`config.mk`:
```
export PLATFORM = sky130hd
export DESIGN_NAME = sdp_guard
export DESIGN_NICKNAME = d
export VERILOG_FILES = /design/src/rtl/sdp_pkg.sv /design/src/rtl/sdp_seq_match.sv /design/src/rtl/sdp_prot_ctrl.sv /design/src/rtl/sdp_guard.sv
export SDC_FILE = /design/constraint.sdc
export NUM_CORES = 1
export LEC_CHECK = 0
export ABC_AREA = 1
export BUFFER_PORTS_ARGS = -buffer_cell sky130_fd_sc_hd__buf_2
export CORE_MARGIN = 2
export CORE_UTILIZATION = 52
export DETAILED_ROUTE_END_ITERATION = 12
export GPL_ROUTABILITY_DRIVEN = 0
export PLACE_DENSITY = 0.79
export SETUP_SLACK_MARGIN = 0.5
export SYNTH_ARGS = -nofsm -noshare
export SYNTH_HDL_FRONTEND = slang
export SYNTH_SLANG_ARGS = --single-unit
```
`constraint.sdc`:
```
create_clock -name clk -period 2.2 [get_ports clk]
set_clock_uncertainty 0.05 [all_clocks]
set_input_delay 0.66 -clock clk [delete_from_list [all_inputs] [get_ports clk]]
set_output_delay 0.66 -clock clk [all_outputs]
set_load 0.05 [all_outputs]
```
`src/rtl/sdp_pkg.sv`:
```
package sdp_pkg;
   typedef struct packed {
      logic done;
      logic commit;
      logic timer;
   } sdp_resp_t;

   function automatic int unsigned cnt_width(input int unsigned len);
      return (len < 2) ? 1 : $clog2(len);
   endfunction
endpackage

```
`src/rtl/sdp_seq_match.sv`:
```
module sdp_seq_match #(
   parameter int unsigned AW  = 15,
   parameter int unsigned DW  = 8,
   parameter int unsigned LEN = 3,
   parameter logic [LEN*AW-1:0] ADDRS = '0,
   parameter logic [LEN*DW-1:0] DATAS = '0
) (
   input  logic          clk,
   input  logic          rst_n,
   input  logic          clr,
   input  logic          step,
   input  logic [AW-1:0] addr,
   input  logic [DW-1:0] data,
   output logic          hit,
   output logic          done
);
   localparam int unsigned CW = sdp_pkg::cnt_width(LEN);

   if (LEN < 2) begin : g_len_chk
      $error("sdp_seq_match: LEN must be at least 2");
   end

   logic [CW-1:0]  pos_q;
   logic [LEN-1:0] step_hit;

   for (genvar i = 0; i < LEN; i++) begin : g_step
      assign step_hit[i] = (pos_q == CW'(i))
                         && (addr == ADDRS[i*AW +: AW])
                         && (data == DATAS[i*DW +: DW]);
   end

   assign hit  = |step_hit;
   assign done = step_hit[LEN-1];

   always_ff @(posedge clk or negedge rst_n) begin
      if (!rst_n) begin
         pos_q <= '0;
      end else if (clr) begin
         pos_q <= '0;
      end else if (step) begin
         pos_q <= (hit && !done) ? pos_q + CW'(1) : '0;
      end
   end
endmodule

```
`src/rtl/sdp_prot_ctrl.sv`:
```
module sdp_prot_ctrl (
   input  logic clk,
   input  logic rst_n,
   input  logic pwr_cycle,
   input  logic wr_evt,
   input  logic lock_hit,
   input  logic lock_done,
   input  logic unlk_hit,
   input  logic unlk_done,
   input  logic gap_expired,
   input  logic wcycle_done,
   output logic window,
   output logic wr_done,
   output logic wr_commit,
   output logic timer_req,
   output logic prot_flag
);
   import sdp_pkg::*;

   logic      prot_q, window_q, pend_on_q, pend_off_q;
   sdp_resp_t resp_d, resp_q;
   logic      cmd_step;

   assign cmd_step = !window_q && (lock_hit || unlk_hit);

   always_comb begin
      resp_d = '0;
      if (wr_evt) begin
         resp_d.done = 1'b1;
         if (window_q) begin
            resp_d.commit = 1'b1;
         end else if (cmd_step) begin
            resp_d.timer = (lock_done && !prot_q) || unlk_done;
         end else begin
            resp_d.commit = !prot_q;
            resp_d.timer  = prot_q;
         end
      end
   end

   always_ff @(posedge clk or negedge rst_n) begin
      if (!rst_n) begin
         prot_q     <= 1'b0;
         window_q   <= 1'b0;
         pend_on_q  <= 1'b0;
         pend_off_q <= 1'b0;
         resp_q     <= '0;
      end else begin
         resp_q <= resp_d;
         if (wcycle_done) begin
            if (pend_on_q) begin
               prot_q <= 1'b1;
            end else if (pend_off_q) begin
               prot_q <= 1'b0;
            end
            pend_on_q  <= 1'b0;
            pend_off_q <= 1'b0;
         end
         if (gap_expired) begin
            window_q <= 1'b0;
         end
         if (wr_evt && !window_q && lock_done) begin
            window_q <= 1'b1;
            if (!prot_q) begin
               pend_on_q  <= 1'b1;
               pend_off_q <= 1'b0;
            end
         end
         if (wr_evt && !window_q && unlk_done) begin
            pend_off_q <= 1'b1;
            pend_on_q  <= 1'b0;
         end
         if (pwr_cycle) begin
            window_q   <= 1'b0;
            pend_on_q  <= 1'b0;
            pend_off_q <= 1'b0;
         end
      end
   end

   assign window    = window_q;
   assign wr_done   = resp_q.done;
   assign wr_commit = resp_q.commit;
   assign timer_req = resp_q.timer;
   assign prot_flag = prot_q;
endmodule

```
`src/rtl/sdp_guard.sv`:
```
module sdp_guard #(
   parameter int unsigned AW       = 15,
   parameter int unsigned DW       = 8,
   parameter int unsigned LOCK_LEN = 3,
   parameter int unsigned UNLK_LEN = 6,
   parameter bit          HAS_UNLK = 1'b1,
   parameter logic [LOCK_LEN*AW-1:0] LOCK_ADDR = {15'h5555, 15'h2AAA, 15'h5555},
   parameter logic [LOCK_LEN*DW-1:0] LOCK_DATA = {8'hA0, 8'h55, 8'hAA},
   parameter logic [UNLK_LEN*AW-1:0] UNLK_ADDR =
      {15'h5555, 15'h2AAA, 15'h5555, 15'h5555, 15'h2AAA, 15'h5555},
   parameter logic [UNLK_LEN*DW-1:0] UNLK_DATA =
      {8'h20, 8'h55, 8'hAA, 8'h80, 8'h55, 8'hAA}
) (
   input  logic          clk,
   input  logic          rst_n,
   input  logic          pwr_cycle,
   input  logic          wr_evt,
   input  logic [AW-1:0] wr_addr,
   input  logic [DW-1:0] wr_data,
   input  logic          gap_expired,
   input  logic          wcycle_done,
   output logic          wr_done,
   output logic          wr_commit,
   output logic          timer_req,
   output logic          prot_flag
);
   localparam int unsigned LAST_LOCK = LOCK_LEN - 1;

   if (AW < 1 || DW < 1) begin : g_width_chk
      $error("sdp_guard: AW and DW must be positive");
   end
   if (HAS_UNLK && UNLK_LEN > LAST_LOCK &&
       UNLK_ADDR[LAST_LOCK*AW +: AW] == LOCK_ADDR[LAST_LOCK*AW +: AW] &&
       UNLK_DATA[LAST_LOCK*DW +: DW] == LOCK_DATA[LAST_LOCK*DW +: DW]) begin : g_seq_chk
      $error("sdp_guard: lock and unlock sequences must differ at the last lock step");
   end

   logic window, step, clr;
   logic lock_hit, lock_done, unlk_hit, unlk_done;

   assign step = wr_evt && !window;
   assign clr  = gap_expired || pwr_cycle || (step && (lock_done || unlk_done));

   sdp_seq_match #(
      .AW(AW), .DW(DW), .LEN(LOCK_LEN), .ADDRS(LOCK_ADDR), .DATAS(LOCK_DATA)
   ) u_lock (
      .clk(clk), .rst_n(rst_n), .clr(clr), .step(step),
      .addr(wr_addr), .data(wr_data), .hit(lock_hit), .done(lock_done)
   );

   if (HAS_UNLK) begin : g_unlk
      sdp_seq_match #(
         .AW(AW), .DW(DW), .LEN(UNLK_LEN), .ADDRS(UNLK_ADDR), .DATAS(UNLK_DATA)
      ) u_unlk (
         .clk(clk), .rst_n(rst_n), .clr(clr), .step(step),
         .addr(wr_addr), .data(wr_data), .hit(unlk_hit), .done(unlk_done)
      );
   end else begin : g_no_unlk
      assign unlk_hit  = 1'b0;
      assign unlk_done = 1'b0;
   end

   sdp_prot_ctrl u_ctrl (
      .clk(clk), .rst_n(rst_n), .pwr_cycle(pwr_cycle), .wr_evt(wr_evt),
      .lock_hit(lock_hit), .lock_done(lock_done),
      .unlk_hit(unlk_hit), .unlk_done(unlk_done),
      .gap_expired(gap_expired), .wcycle_done(wcycle_done),
      .window(window), .wr_done(wr_done), .wr_commit(wr_commit),
      .timer_req(timer_req), .prot_flag(prot_flag)
   );
endmodule

```
==> out/metrics.yaml <==
layout:
  antennaDiodeCount: 0
  fillers: 188
  final_nets: 263
  syn2layout_area_growth_pct: 25.6
  register_area_um2: 302
  multi_input_area_um2: 842
  drive_gt1_share_pct: 37.1
synth:
  synthCells: 184
  yosysTopAreaCell: "dfrtp_1"
  ys.flop_type: "dfrtp_1"
  synth_edf_count: 0
  ys_seq_elements: 12
  seq_area_frac_synth_pct: 24.5
  synth_area_leaders: "dfrtp_1, nand2_1, inv_1"
  synth_area_per_cell_um2: 6.65
  synth_cell_types: 27
  yosysMostFrequentCell: "nand2_1"
  yosys_warnings: 0
  synth_top_cells_by_count: "nand2_1, inv_1, nor2_1"
  syn-cell-area_mm2: 0.00122
  syn_nets: 221
  async_flop_share_pct: 100
  synth_top_area_share_pct: 24.5
drt:
  drc: 0
  wl_per_cell_um: 11.8
  drt_iter0_markers: 20
  vias: 1270
  wl_um: 2980
  final_antenna_net_count: 0
  drt_first_pass_iters: 4
  avgViaCountPerCell: 5.04
die:
  die_x_um: 52.5
  fp.dieArea_mm2: 0.00276
  rows: 17
  start_util_pct: 55.3
  core_mm2: 0.00221
  die_h_um: 52.5
  io_pins: 33
clock_tree:
  clk_pin_slew_worst_paths_ns: 0.07
  cts_tree: "yes"
  cts_max_level: 1
  postCtsHoldBufs: 0
  cts_buffer_depth: 2
  worstSkewPairLatency_ns: 0.27
  clockRootBuffer: "clkbuf_4"
  clock-sinks: 12
  cts_inserted_buffers: 3
timing:
  min_period_over_period_pct: 74.7
  tightest_slew_ns: 0.418
  setup_viol: 0
  hold_ws_ns: 0.207
  setup_slack_ns: 0.556
  relSlewSlack_pct: 72.0
  setup_tns_ns: 0
  fmax_mhz: 608
  finalCriticalPeriod_ns: 1.64
  slew_viol_final: 0
  rsz0062_at_grt: "true"
  hold_viol: 0
worst_setup_path:
  worstPathArrival_ns: 0.93
  endpoint_kind: "output pin"
  cp_slowest_cell: "dfrtp_1"
  reg2reg_to: "u_ctrl.timer_req"
  cp.buffers_inverters: 1
  cp.required_ns: 1.49
  r2r_start: "g_unlk.u_unlk.pos_q[1]"
  critPathTopFamily: "flip-flops"
  cpPeakStageDelay_ns: 0.44
  critPathLaunchType: "flip-flop"
  r2r_setup_slack_ns: 0.56
  cp_max_fo: 4
  criticalPathCategory: "flip-flop to output pin"
  reg2reg_depth: 12
  path_cells: "buf_4"
grt:
  antenna_found_initial: 0
  grt_pass1_wl_um: 4850
  grt_overflow_total: 0
  grt_use_total_pct: 23.5
  grt_pass1_vias: 1257
  grt_max_degree: 13
flow_run:
  cap_violations: 0
place:
  hpwl_um: 2420
  post-place-ws_ns: 0.305
  portBuffers: 32
power:
  irDropWorstVdd_mv: 0.338
  p_leak_uw: 0.000807
  p_per_area_mw_per_mm2: 300
status:
  status: "complete, no violations"
worst_hold_path:
  min_path_type: "primary input to asynchronous set/reset pin"
through the flow:
| stage | total power (uW) | utilization (%) | std cells | cell area (um^2) |
|---|---|---|---|---|
| 3_3_place_gp | 326 | 64.1 | 244 | 1420 |
| 4_1_cts | 464 | 65.9 | 248 | 1460 |
| 6_report | 462 | 69.5 | 252 | 1540 |
| 5_1_grt | 487 | 69.5 | 252 | 1540 |
| 2_1_floorplan | 281 | - | 184 | 1220 |
| 3_5_place_dp | 332 | 64.1 | 244 | 1420 |
per-layer routing:
layer	up-vias	wire length (um)	GRT usage [%]	share of wire, %
li1	654	-	-	-
met1	577	1250	25.4	42
met2	37	1580	46.0	53
met3	2	131	1.43	4.4
met4	0	10	9.83	0.34
met5	-	0	0	0
report_power, final:
part	leakage (uW)	switching, uW	internal (uW)
logic	0.000632	69.1	39.6
registers	0.000161	1.31	223
clock network	0.0000138	65.1	63.2
total	0.000807	136	326
placed cells by master, fill, tap and decap left out, types with 2 or more instances in the layout:
cell type	count
nand2_1	39
buf_2	31
inv_1	30
nor2_1	27
nand2_2	11
dfrtp_1	11
nand3_1	9
ha_1	7
nor2_2	6
inv_2	5
nor2_4	5
buf_4	5
nand3_2	4
nor3_1	4
nand3b_1	3
nand4_1	3
a21oi_1	3
clkbuf_4	3
a21oi_2	2
o21ai_2	2
worst max path at each step:
stage                     cells past startpoint               end                    from
final                                         1         prot_flag        u_ctrl.prot_flag
after CTS                                    12  u_ctrl.timer_req  g_unlk.u_unlk.pos_q[1]
after global placement                       11   u_lock.pos_q[1]              wr_addr[9]
after floorplan                              10   u_lock.pos_q[1]              wr_addr[5]
after detailed placement                     11   u_lock.pos_q[1]              wr_addr[7]
after global routing                         13  u_ctrl.timer_req  g_unlk.u_unlk.pos_q[0]
final cells by class:
| class | instances | share of cell area [%] |
|---|---|---|
| Tap cell | 28 | 2.28 |
| Sequential cell | 12 | 19.6 |
| Multi-Input combinational cell | 137 | 54.8 |
| Timing Repair Buffer | 37 | 13.3 |
| Clock buffer | 3 | 1.47 |
| Inverter | 35 | 8.55 |
timing repair:
action	CTS	global route
setup endpoints to repair	6	8
pin swaps	2	3
setup buffers	1	4
hold endpoints to repair	0	0
cloned	0	0
gates resized for setup	4	13
state kept, by name, summed over array words and instances, names as in the netlist:
name / count
g_unlk.u_unlk.pos_q: 3
u_ctrl.pend_off_q: 1
u_ctrl.pend_on_q: 1
u_ctrl.prot_flag: 1
u_ctrl.timer_req: 1
u_ctrl.window: 1
u_ctrl.wr_commit: 1
u_ctrl.wr_done: 1
u_lock.pos_q: 2
logic make-up (layout without fill, tap and decap cells):
group | Yosys count | count (layout) | share of synthesized area, %
simple gates | 116 | 116 | 49.2
buf+inv | 35 | 75 | 10.7
compound gates | 13 | 13 | 7.36
flops | 12 | 12 | 24.5
fa+ha+maj | 8 | 8 | 8.18
(Power assumes the default switching activity.)
